===== config.mk =====
export PLATFORM = sky130hd
export DESIGN_NAME = uart_host_regsel
export DESIGN_NICKNAME = d
export VERILOG_FILES = /design/src/rtl/uart_hrs_pkg.sv /design/src/rtl/hrs_sel_latch.sv /design/src/rtl/hrs_cs_match.sv /design/src/rtl/hrs_decode.sv /design/src/rtl/hrs_rdmux.sv /design/src/rtl/uart_host_regsel.sv
export SDC_FILE = /design/constraint.sdc
export NUM_CORES = 1
export LEC_CHECK = 0
export BUFFER_PORTS_ARGS = -buffer_cell sky130_fd_sc_hd__buf_4
export CAP_MARGIN = 0
export CORE_MARGIN = 1.5
export CORE_UTILIZATION = 33
export CTS_CLUSTER_DIAMETER = 40
export DETAILED_ROUTE_END_ITERATION = 6
export PLACE_DENSITY_LB_ADDON = 0.12
export SLEW_MARGIN = 10
export SYNTH_ARGS = -nofsm -noshare
export SYNTH_HDL_FRONTEND = slang
export SYNTH_SLANG_ARGS = --single-unit

===== constraint.sdc =====
create_clock -name clk -period 1.8 [get_ports clk]
set_input_delay 0.18 -clock clk [delete_from_list [all_inputs] [get_ports clk]]
set_output_delay 0.18 -clock clk [all_outputs]
set_load 0.005 [all_outputs]

===== src/rtl/uart_hrs_pkg.sv =====
// Package: uart_hrs_pkg
// Shared widths, the register target enumeration and the offset map used by
// the host register select front end. Assumes an eight-register window
// addressed by a three-bit offset.
package uart_hrs_pkg;

    localparam int ADDR_W  = 3;
    localparam int CS_W    = 3;
    localparam int NUM_TGT = 12;
    localparam int TGT_W   = $clog2(NUM_TGT);

    typedef enum logic [TGT_W-1:0] {
        TGT_RXBUF    = 4'd0,
        TGT_TXHOLD   = 4'd1,
        TGT_INTEN    = 4'd2,
        TGT_INTID    = 4'd3,
        TGT_FIFOCTL  = 4'd4,
        TGT_LINECTL  = 4'd5,
        TGT_MDMCTL   = 4'd6,
        TGT_LINESTAT = 4'd7,
        TGT_MDMSTAT  = 4'd8,
        TGT_SCRATCH  = 4'd9,
        TGT_DIVLO    = 4'd10,
        TGT_DIVHI    = 4'd11
    } tgt_e;

    // Resolve an offset, a direction and the divisor-access bit to a target.
    function automatic tgt_e map_target(input logic [ADDR_W-1:0] off,
                                        input logic is_write,
                                        input logic div_acc);
        tgt_e t;
        case (off)
            3'd0: t = div_acc ? TGT_DIVLO : (is_write ? TGT_TXHOLD : TGT_RXBUF);
            3'd1: t = div_acc ? TGT_DIVHI : TGT_INTEN;
            3'd2: t = is_write ? TGT_FIFOCTL : TGT_INTID;
            3'd3: t = TGT_LINECTL;
            3'd4: t = TGT_MDMCTL;
            3'd5: t = TGT_LINESTAT;
            3'd6: t = TGT_MDMSTAT;
            default: t = TGT_SCRATCH;
        endcase
        return t;
    endfunction

endpackage


===== src/rtl/hrs_sel_latch.sv =====
// Module: hrs_sel_latch
// Holds the register offset and chip selects. While the strobe is low the
// inputs pass through in the same cycle. The cycle in which the strobe is
// seen high for the first time also passes the inputs through and captures
// them. After that, while the strobe stays high, the captured copy is used.
// Assumes the strobe is low while reset is asserted.
module hrs_sel_latch
    import uart_hrs_pkg::*;
(
    input  logic              clk,
    input  logic              rst_n,
    input  logic              strobe_i,
    input  logic [ADDR_W-1:0] addr_i,
    input  logic [CS_W-1:0]   cs_i,
    output logic [ADDR_W-1:0] addr_o,
    output logic [CS_W-1:0]   cs_o
);

    logic              strobe_q;
    logic              strobe_rise;
    logic              use_held;
    logic [ADDR_W-1:0] addr_held;
    logic [CS_W-1:0]   cs_held;

    assign strobe_rise = strobe_i & ~strobe_q;
    assign use_held    = strobe_i & strobe_q;

    // Track the strobe and capture offset and selects on its rising edge.
    always_ff @(posedge clk) begin
        if (!rst_n) begin
            strobe_q  <= 1'b0;
            addr_held <= '0;
            cs_held   <= '0;
        end else begin
            strobe_q <= strobe_i;
            if (strobe_rise) begin
                addr_held <= addr_i;
                cs_held   <= cs_i;
            end
        end
    end

    // Choose the captured copy or the live inputs.
    always_comb begin
        addr_o = use_held ? addr_held : addr_i;
        cs_o   = use_held ? cs_held   : cs_i;
    end

    AST_HELD_STABLE: assert property (@(posedge clk) disable iff (!rst_n)
        ($past(rst_n) && strobe_i && $past(strobe_i)) |-> ($stable(addr_o) && $stable(cs_o)));

endmodule


===== src/rtl/hrs_cs_match.sv =====
// Module: hrs_cs_match
// Compares each chip-select input with its required level and reports a
// selection only when every input matches. Purely combinational.
module hrs_cs_match
    import uart_hrs_pkg::*;
#(
    parameter logic [CS_W-1:0] CS_MATCH = 3'b011
) (
    input  logic [CS_W-1:0] cs_i,
    output logic            sel_o
);

    logic [CS_W-1:0] bit_ok;

    // One comparator per select input, polarity fixed by CS_MATCH.
    for (genvar i = 0; i < CS_W; i++) begin : g_cs
        if (CS_MATCH[i]) begin : g_hi
            assign bit_ok[i] = cs_i[i];
        end else begin : g_lo
            assign bit_ok[i] = ~cs_i[i];
        end
    end

    assign sel_o = &bit_ok;

endmodule


===== src/rtl/hrs_decode.sv =====
// Module: hrs_decode
// Turns the held offset, direction and divisor-access bit into one-hot read
// and write vectors. Level vectors drive the read mux, and pulse vectors fire
// on the cycle an enable rises. A cycle with both enables high is refused.
// Assumes both enables are low when reset is released.
module hrs_decode
    import uart_hrs_pkg::*;
(
    input  logic              clk,
    input  logic              rst_n,
    input  logic              sel_i,
    input  logic [ADDR_W-1:0] addr_i,
    input  logic              div_acc_i,
    input  logic              rd_en_i,
    input  logic              wr_en_i,
    output logic [NUM_TGT-1:0] rd_hot_o,
    output logic              rd_act_o,
    output logic [NUM_TGT-1:0] rd_stb_o,
    output logic [NUM_TGT-1:0] wr_stb_o
);

    logic               rd_en_q;
    logic               wr_en_q;
    logic               rd_act;
    logic               wr_act;
    logic               rd_rise;
    logic               wr_rise;
    tgt_e               rd_tgt;
    tgt_e               wr_tgt;
    logic [NUM_TGT-1:0] rd_hot;
    logic [NUM_TGT-1:0] wr_hot;

    // Remember last cycle's enables for rising-edge detection.
    always_ff @(posedge clk) begin
        if (!rst_n) begin
            rd_en_q <= 1'b0;
            wr_en_q <= 1'b0;
        end else begin
            rd_en_q <= rd_en_i;
            wr_en_q <= wr_en_i;
        end
    end

    // Qualify the transfer and resolve both candidate targets.
    always_comb begin
        rd_act  = rd_en_i & ~wr_en_i & sel_i;
        wr_act  = wr_en_i & ~rd_en_i & sel_i;
        rd_rise = rd_en_i & ~rd_en_q;
        wr_rise = wr_en_i & ~wr_en_q;
        rd_tgt  = map_target(addr_i, 1'b0, div_acc_i);
        wr_tgt  = map_target(addr_i, 1'b1, div_acc_i);
    end

    // One comparator per target for each direction.
    for (genvar k = 0; k < NUM_TGT; k++) begin : g_tgt
        assign rd_hot[k]   = rd_act && (int'(rd_tgt) == k);
        assign wr_hot[k]   = wr_act && (int'(wr_tgt) == k);
        assign rd_stb_o[k] = rd_hot[k] & rd_rise;
        assign wr_stb_o[k] = wr_hot[k] & wr_rise;
    end

    assign rd_hot_o = rd_hot;
    assign rd_act_o = rd_act;

    AST_RD_ONEHOT: assert property (@(posedge clk) disable iff (!rst_n)
        $onehot0(rd_stb_o));
    AST_WR_ONEHOT: assert property (@(posedge clk) disable iff (!rst_n)
        $onehot0(wr_stb_o));
    AST_RD_PULSE: assert property (@(posedge clk) disable iff (!rst_n)
        (|rd_stb_o) |=> (rd_stb_o == '0));
    AST_WR_PULSE: assert property (@(posedge clk) disable iff (!rst_n)
        (|wr_stb_o) |=> (wr_stb_o == '0));
    AST_NO_RW_BOTH: assert property (@(posedge clk) disable iff (!rst_n)
        (rd_en_i && wr_en_i) |-> ((rd_stb_o == '0) && (wr_stb_o == '0)));
    AST_DIV_NEEDS_BIT: assert property (@(posedge clk) disable iff (!rst_n)
        (rd_stb_o[TGT_DIVLO] || rd_stb_o[TGT_DIVHI] ||
         wr_stb_o[TGT_DIVLO] || wr_stb_o[TGT_DIVHI]) |-> div_acc_i);

endmodule


===== src/rtl/hrs_rdmux.sv =====
// Module: hrs_rdmux
// Selects one register byte by the one-hot read vector with an AND-OR
// structure. Drives zero, output-enable low and driver-disable high when no
// read is active. Purely combinational.
module hrs_rdmux
    import uart_hrs_pkg::*;
#(
    parameter int DATA_W = 8
) (
    input  logic [NUM_TGT-1:0]        rd_hot_i,
    input  logic                      rd_act_i,
    input  logic [NUM_TGT*DATA_W-1:0] reg_rdata_i,
    output logic [DATA_W-1:0]         rd_data_o,
    output logic                      data_oe_o,
    output logic                      drv_dis_n_o
);

    logic [DATA_W-1:0] masked [NUM_TGT];

    // Gate each register byte by its select bit.
    for (genvar k = 0; k < NUM_TGT; k++) begin : g_mask
        assign masked[k] = rd_hot_i[k] ? reg_rdata_i[k*DATA_W +: DATA_W] : '0;
    end

    // OR the gated bytes together into the bus value.
    always_comb begin
        rd_data_o = '0;
        for (int k = 0; k < NUM_TGT; k++) begin
            rd_data_o = rd_data_o | masked[k];
        end
        data_oe_o   = rd_act_i;
        drv_dis_n_o = ~rd_act_i;
    end

endmodule


===== src/rtl/uart_host_regsel.sv =====
// Module: uart_host_regsel
// Host-side register select front end of a UART: chip-select qualification,
// strobe-captured or transparent addressing, direction- and divisor-aware
// decode, one-cycle register strobes and the read-data mux. Register
// contents are external. Assumes a synchronous active-low reset with the
// address strobe and both enables low while it is asserted.
module uart_host_regsel
    import uart_hrs_pkg::*;
#(
    parameter int              DATA_W   = 8,
    parameter logic [CS_W-1:0] CS_MATCH = 3'b011
) (
    input  logic                      clk,
    input  logic                      rst_n,
    input  logic [ADDR_W-1:0]         addr_i,
    input  logic [CS_W-1:0]           cs_i,
    input  logic                      addr_stb_i,
    input  logic                      rd_en_i,
    input  logic                      wr_en_i,
    input  logic                      div_access_i,
    input  logic [NUM_TGT*DATA_W-1:0] reg_rdata_i,
    output logic [NUM_TGT-1:0]        rd_stb_o,
    output logic [NUM_TGT-1:0]        wr_stb_o,
    output logic [DATA_W-1:0]         rd_data_o,
    output logic                      data_oe_o,
    output logic                      drv_dis_n_o
);

    logic [ADDR_W-1:0]  addr_eff;
    logic [CS_W-1:0]    cs_eff;
    logic               chip_sel;
    logic [NUM_TGT-1:0] rd_hot;
    logic               rd_act;

    hrs_sel_latch i_latch (
        .clk      (clk),
        .rst_n    (rst_n),
        .strobe_i (addr_stb_i),
        .addr_i   (addr_i),
        .cs_i     (cs_i),
        .addr_o   (addr_eff),
        .cs_o     (cs_eff)
    );

    hrs_cs_match #(.CS_MATCH(CS_MATCH)) i_cs (
        .cs_i  (cs_eff),
        .sel_o (chip_sel)
    );

    hrs_decode i_dec (
        .clk       (clk),
        .rst_n     (rst_n),
        .sel_i     (chip_sel),
        .addr_i    (addr_eff),
        .div_acc_i (div_access_i),
        .rd_en_i   (rd_en_i),
        .wr_en_i   (wr_en_i),
        .rd_hot_o  (rd_hot),
        .rd_act_o  (rd_act),
        .rd_stb_o  (rd_stb_o),
        .wr_stb_o  (wr_stb_o)
    );

    hrs_rdmux #(.DATA_W(DATA_W)) i_mux (
        .rd_hot_i    (rd_hot),
        .rd_act_i    (rd_act),
        .reg_rdata_i (reg_rdata_i),
        .rd_data_o   (rd_data_o),
        .data_oe_o   (data_oe_o),
        .drv_dis_n_o (drv_dis_n_o)
    );

    AST_STB_HAS_OE: assert property (@(posedge clk) disable iff (!rst_n)
        (|rd_stb_o) |-> (data_oe_o && !drv_dis_n_o));
    AST_WR_NO_OE: assert property (@(posedge clk) disable iff (!rst_n)
        (|wr_stb_o) |-> (!data_oe_o && rd_data_o == '0));

endmodule


=== After elaboration in Yosys (flattened, before gate mapping) ===
Cells that the tools add are included.
Widths: inputs -> output; s select.

* Register bits: 9
* Latch bits: 0
* Memory bits (writable): 0
* Bits in read-only memories: 0
* Bits of input ports: 108
* Output and inout port bits: 34
* Word-level logic and storage cells: 130
* Memories: 0

* Add/subtract/negate cells: 0
* $mul: 0
* Div/mod/pow operators: 0
* Magnitude comparators: 0
* Equal/unequal tests: 28
* Shift-type cells: 0
* Mux-type cells: 19
* Bitwise logic cells: 50
* Reductions and logical operators: 28

{| class="wikitable"
|+ Operator list
! cell !! count
|-
| $mux 8 || 12
|-
| $or 8x8->8 || 11
|-
| $eq 4x4->1 const B || 16
|-
| $pmux 4 s7 || 2
|-
| $and 1x1->1 || 32
|-
| $logic_and 1x1->1 || 24
|-
| $eq 4x3->1 const B || 4
|-
| $mux 4 || 3
|-
| $eq 3x3->1 const B || 3
|-
| $eq 4x2->1 const B || 2
|-
| $logic_not 4->1 || 2
|-
| $not 1->1 || 7
|-
| $eq 3x2->1 const B || 2
|-
| $mux 3 || 2
|-
| $eq 3x1->1 const B || 1
|-
| $logic_not 3->1 || 1
|-
| $reduce_and 3->1 || 1
|}

=== Logic depth before layout (Yosys ltp) ===
* Depth after elaboration: 18
* Mapped depth: 8
* Mapped depth without buffers: 7

=== Hierarchy ===
A second synthesis with hierarchy kept.

* Cells, all modules: 167
* Area total of the unflattened synthesis: 1350.0 µm²

{| class="wikitable"
|+ Modules (own cells, without submodules)
! module !! instances !! cells an instance !! area an instance (µm²) !! seq. area each (µm²)
|-
| hrs_rdmux || 1 || 70 || 626.9 || 0.0
|-
| hrs_decode || 1 || 60 || 370.4 || 40.0
|-
| hrs_sel_latch || 1 || 36 || 344.1 || 140.1
|-
| hrs_cs_match || 1 || 1 || 8.8 || 0.0
|}

=== Worst setup path after synthesis ===
OpenSTA, ideal clock, no wires.

* Path kind: register to output
* Start point: register i_latch.strobe_q
* End point: output port rd_data_o[2]
* Data arrival time: 1.667 ns
* Data required time: 1.620 ns
* Setup slack: -0.047 ns
* Stages on the path, launching flop included: 9
* Buffers on the path: 2
* Cells stage by stage: dfxtp_1 buf_6 a211o_1 a21boi_4 nor2_2 and2_4 buf_6 a221oi_2 o22ai_1

* Cells in the longest elaborated chain, start to end: 18
* Elaborated cells between the ends (all ways): 61
* Those cells by class: eq/ne (17); mux (15); bitwise (14); reduce/logical (15)

{| class="wikitable"
|+ RTL lines
! item !! RTL line !! source
|-
| from (decl) || hrs_sel_latch.sv:19 || <nowiki>logic strobe_q;</nowiki>
|-
| from (signal assigned) || hrs_sel_latch.sv:35 || <nowiki>strobe_q <= strobe_i;</nowiki>
|-
| $and 1x1->1 * || hrs_sel_latch.sv:26 || <nowiki>assign use_held = strobe_i & strobe_q;</nowiki>
|-
| $mux 3, on equally long branches || hrs_sel_latch.sv:45, hrs_sel_latch.sv:46 ||
|-
| $eq 3x3->1, or another cell as far along || uart_hrs_pkg.sv:32 || <nowiki>case (off)</nowiki>
|-
| $pmux 4 s7 or $reduce_and 3->1 (tied branches) || uart_hrs_pkg.sv:32, hrs_cs_match.sv:24 ||
|-
| $eq 4x2->1, or another cell as far along || hrs_decode.sv:56 || <nowiki>assign rd_hot[k] = rd_act && (int'(rd_tgt) == k);</nowiki>
|-
| $logic_and 1x1->1 || hrs_decode.sv:56 ||
|-
| $mux 8 || hrs_rdmux.sv:22 || <nowiki>assign masked[k] = rd_hot_i[k] ? reg_rdata_i[k*DATA_W +: DATA_W] : '0;</nowiki>
|-
| $or 8x8->8 (10 in series) || hrs_rdmux.sv:29 || <nowiki>rd_data_o = rd_data_o | masked[k];</nowiki>
|-
| $or 8x8->8 * || hrs_rdmux.sv:29 ||
|-
| to (decl) || uart_host_regsel.sv:24 || <nowiki>output logic [DATA_W-1:0] rd_data_o,</nowiki>
|}

Mark *: on every way between the ends. The rest lies on a longest branch, timed or not.

=== Final worst setup path ===
Ends and elaborated chain as after synthesis.

==> results.cfg <==
[global_routing]
antenna_found_initial = 0
grt_pass1_vias = 2021
overflow = 0
grt_pass1_wl_mm = 9.65
grt_use_total_pct = 27.5
grt_max_degree = 14

[logic_synthesis]
synthXorXnorAreaFrac_pct = 0.631
synth_fa_ha_area_share_pct = 0
synth.avg_cell_area_um2 = 7.62
seq_area_frac_synth_pct = 13.0
yosysUniqueCellTypes = 47
synth_ff_type = dfxtp_1
yosysWarnings = 0
synth_top_family_by_area = compound AO/OA/AOI/OAI gates
synth_top_area_cell = dfxtp_1
synth_most_common_cell = nor2b_1
async_flop_share_pct = 0
synth_area_um2 = 1390
ys_seq_elements = 9
synth_commonest_cells = 18 x nor2b_1, 16 x nor2_1, 15 x a21oi_1
yosys.area_share.simple_pct = 30.0
syn_inst = 182
synth-compound-area-share_pct = 40.7
muxShareOfSynthArea_pct = 7.57
synth.area.top_cells = dfxtp_1 13%, a221oi_2 8.7%, nor2b_1 8.1%, mux2i_1 6.5%, a21oi_1 5.4%
synth_top_area_share_pct = 13.0
synth-edff-count = 0

[drt]
dr.pass1.iters = 5
ant_nets = 0
routed_wl_mm = 7.27
wl_per_cell_um = 18.1
vias = 2268
drt_iter0_drc = 133
drcViolationCount = 0
via_per_inst = 5.64

[place]
place_ws_ns = -0.285
port-buffer-count = 121
place.gp.congestion = 0.863
dp.final_hpwl_mm = 4.81

[sta]
fin_crit_ns = 2.20
rsz0062_at_grt = yes
max_freq_mhz = 455
finalHoldViolCount = 0
report.final.slew_viol_count = 0
worst_slack_ns = -0.399
finClkSkew_ns = 0.00367
fin_setup_tns_ns = -9.37
fin_hold_ws_ns = 0.191
setup_viol = 30
min_period_over_period_pct = 122

[clock_tree]
clkTransAtPathRegs_ns = 0.05
htreeDepth = 1
clkSinkCount = 9
cts_tree = done
insertion_delay_ns = 0.23
cts_hold_buf = 0
clockBufferDepth = 2
cts_buffers = 3
cts_root_buf = clkbuf_8

[floorplanning]
num_rows = 23
fp.dieW_um = 67.8
fp.coreArea_um2 = 4030
die_height_um = 67.8
dieArea_um2 = 4600
initial_utilization_pct = 34.4
io_pins = 142

[critical_path]
crit_required_ns = 1.62
path_class = flip-flop to output pin
crit_fanout = 13
start_kind = flip-flop
cp.arrival_ns = 2.02
cp-end-kind = output pin

[flow_run]
drv_cap = 0

[power]
powerDensity_nw_per_um2 = 351
vdd.ir_drop.worst_v = 0.000549
p_leak_uw = 0.00143

[outcome]
run_status = complete, but fails checks
violations = setup timing

[cells_and_area]
antenna_cells = 0
final_core_util_pct = 76.5
fin_nets = 461
drive_gt1_share_pct = 67.3
syn_to_final_growth_pct = 122

[min_path]
hp-class = primary input to flip-flop
==> worst max-delay path, cell delays in order (launching register included) <==
cell and delay, ns:
dfxtp_4 0.37, and2_4 0.18, o21ai_4 0.38, nor2_2 0.13, and2_4 0.23, a221oi_4 0.26
o22ai_2 0.10, buf_4 0.14
==> timing repair <==
item                       CTS  global route
cloned                       3             0
buffers inserted            15             4
pin swaps                   23             5
setup endpoints to repair   29            30
gates resized for setup     44            21
==> placed cells by master, fill, tap and decap left out, types with 8 or more instances in the layout <==
cell | Yosys | final
buf_4 | 6 | 160
nor2b_1 | 18 | 17
a21oi_1 | 15 | 14
buf_6 | 2 | 11
nand2_1 | 10 | 9
a221oi_2 | 8 | 9
mux2i_1 | 9 | 9
nor2_2 | 1 | 8
o21ai_1 | 8 | 8
nor2_1 | 16 | 8
dfxtp_1 | 9 | 8
==> state kept, by name, indices dropped and copies added, names as in the netlist <==
signal / flops
i_dec.rd_en_q: 1
i_latch.strobe_q: 1
i_latch.addr_held: 3
i_latch.cs_held: 3
i_dec.wr_en_q: 1
==> power breakdown <==
part	leakage (µW)	internal [µW]	switching (µW)
clock	0.0000228	154	77.4
sequential	0.0000750	211	10.1
combinational	0.00133	350	278
==> worst paths after layout <==
path,start,end,slack [ns],depth (start not counted)
max,i_latch.strobe_q,rd_data_o[2],-0.40,7
min,rd_en_i,i_dec.rd_en_q,0.19,2
max reg2reg,i_latch.strobe_q,i_latch.addr_held[0],0.57,5
min reg2reg,i_latch.cs_held[0],i_latch.cs_held[0],0.53,2
==> cells by family (layout without fill, tap and decap cells) <==
group / Yosys count / count (layout)
mux: 10 / 10
compound gates: 68 / 69
buf+inv: 18 / 183
simple gates: 75 / 76
xor+xnor: 1 / 1
flops: 9 / 9
other cells: 1 / 4
==> cell type report <==
type | count | area [µm²]
Clock buffer | 4 | 45.0
Fill cell | 295 | 946
Inverter | 3 | 11.3
Multi-Input combinational cell | 160 | 1360
Sequential cell | 9 | 184
Tap cell | 50 | 62.6
Timing Repair Buffer | 176 | 1420
==> routing by layer <==
layer	track usage, %	wire length [µm]	vias up
met5	0	0	-
met4	6.00	110	0
met3	3.45	614	12
met2	49.0	3630	127
met1	35.4	2910	1086
li1	-	-	1043
==> stage by stage <==
| step | instance area [µm²] | cells | power [µW] |
|---|---|---|---|
| after detailed placement | 2570 | 378 | 732 |
| final | 3080 | 402 | 1080 |
| after CTS | 2970 | 399 | 1040 |
| after global routing | 3080 | 402 | 1130 |
| after global placement | 2570 | 378 | 726 |
| after floorplan | 1400 | 185 | 456 |
Power figures use the tool's default switching activity.
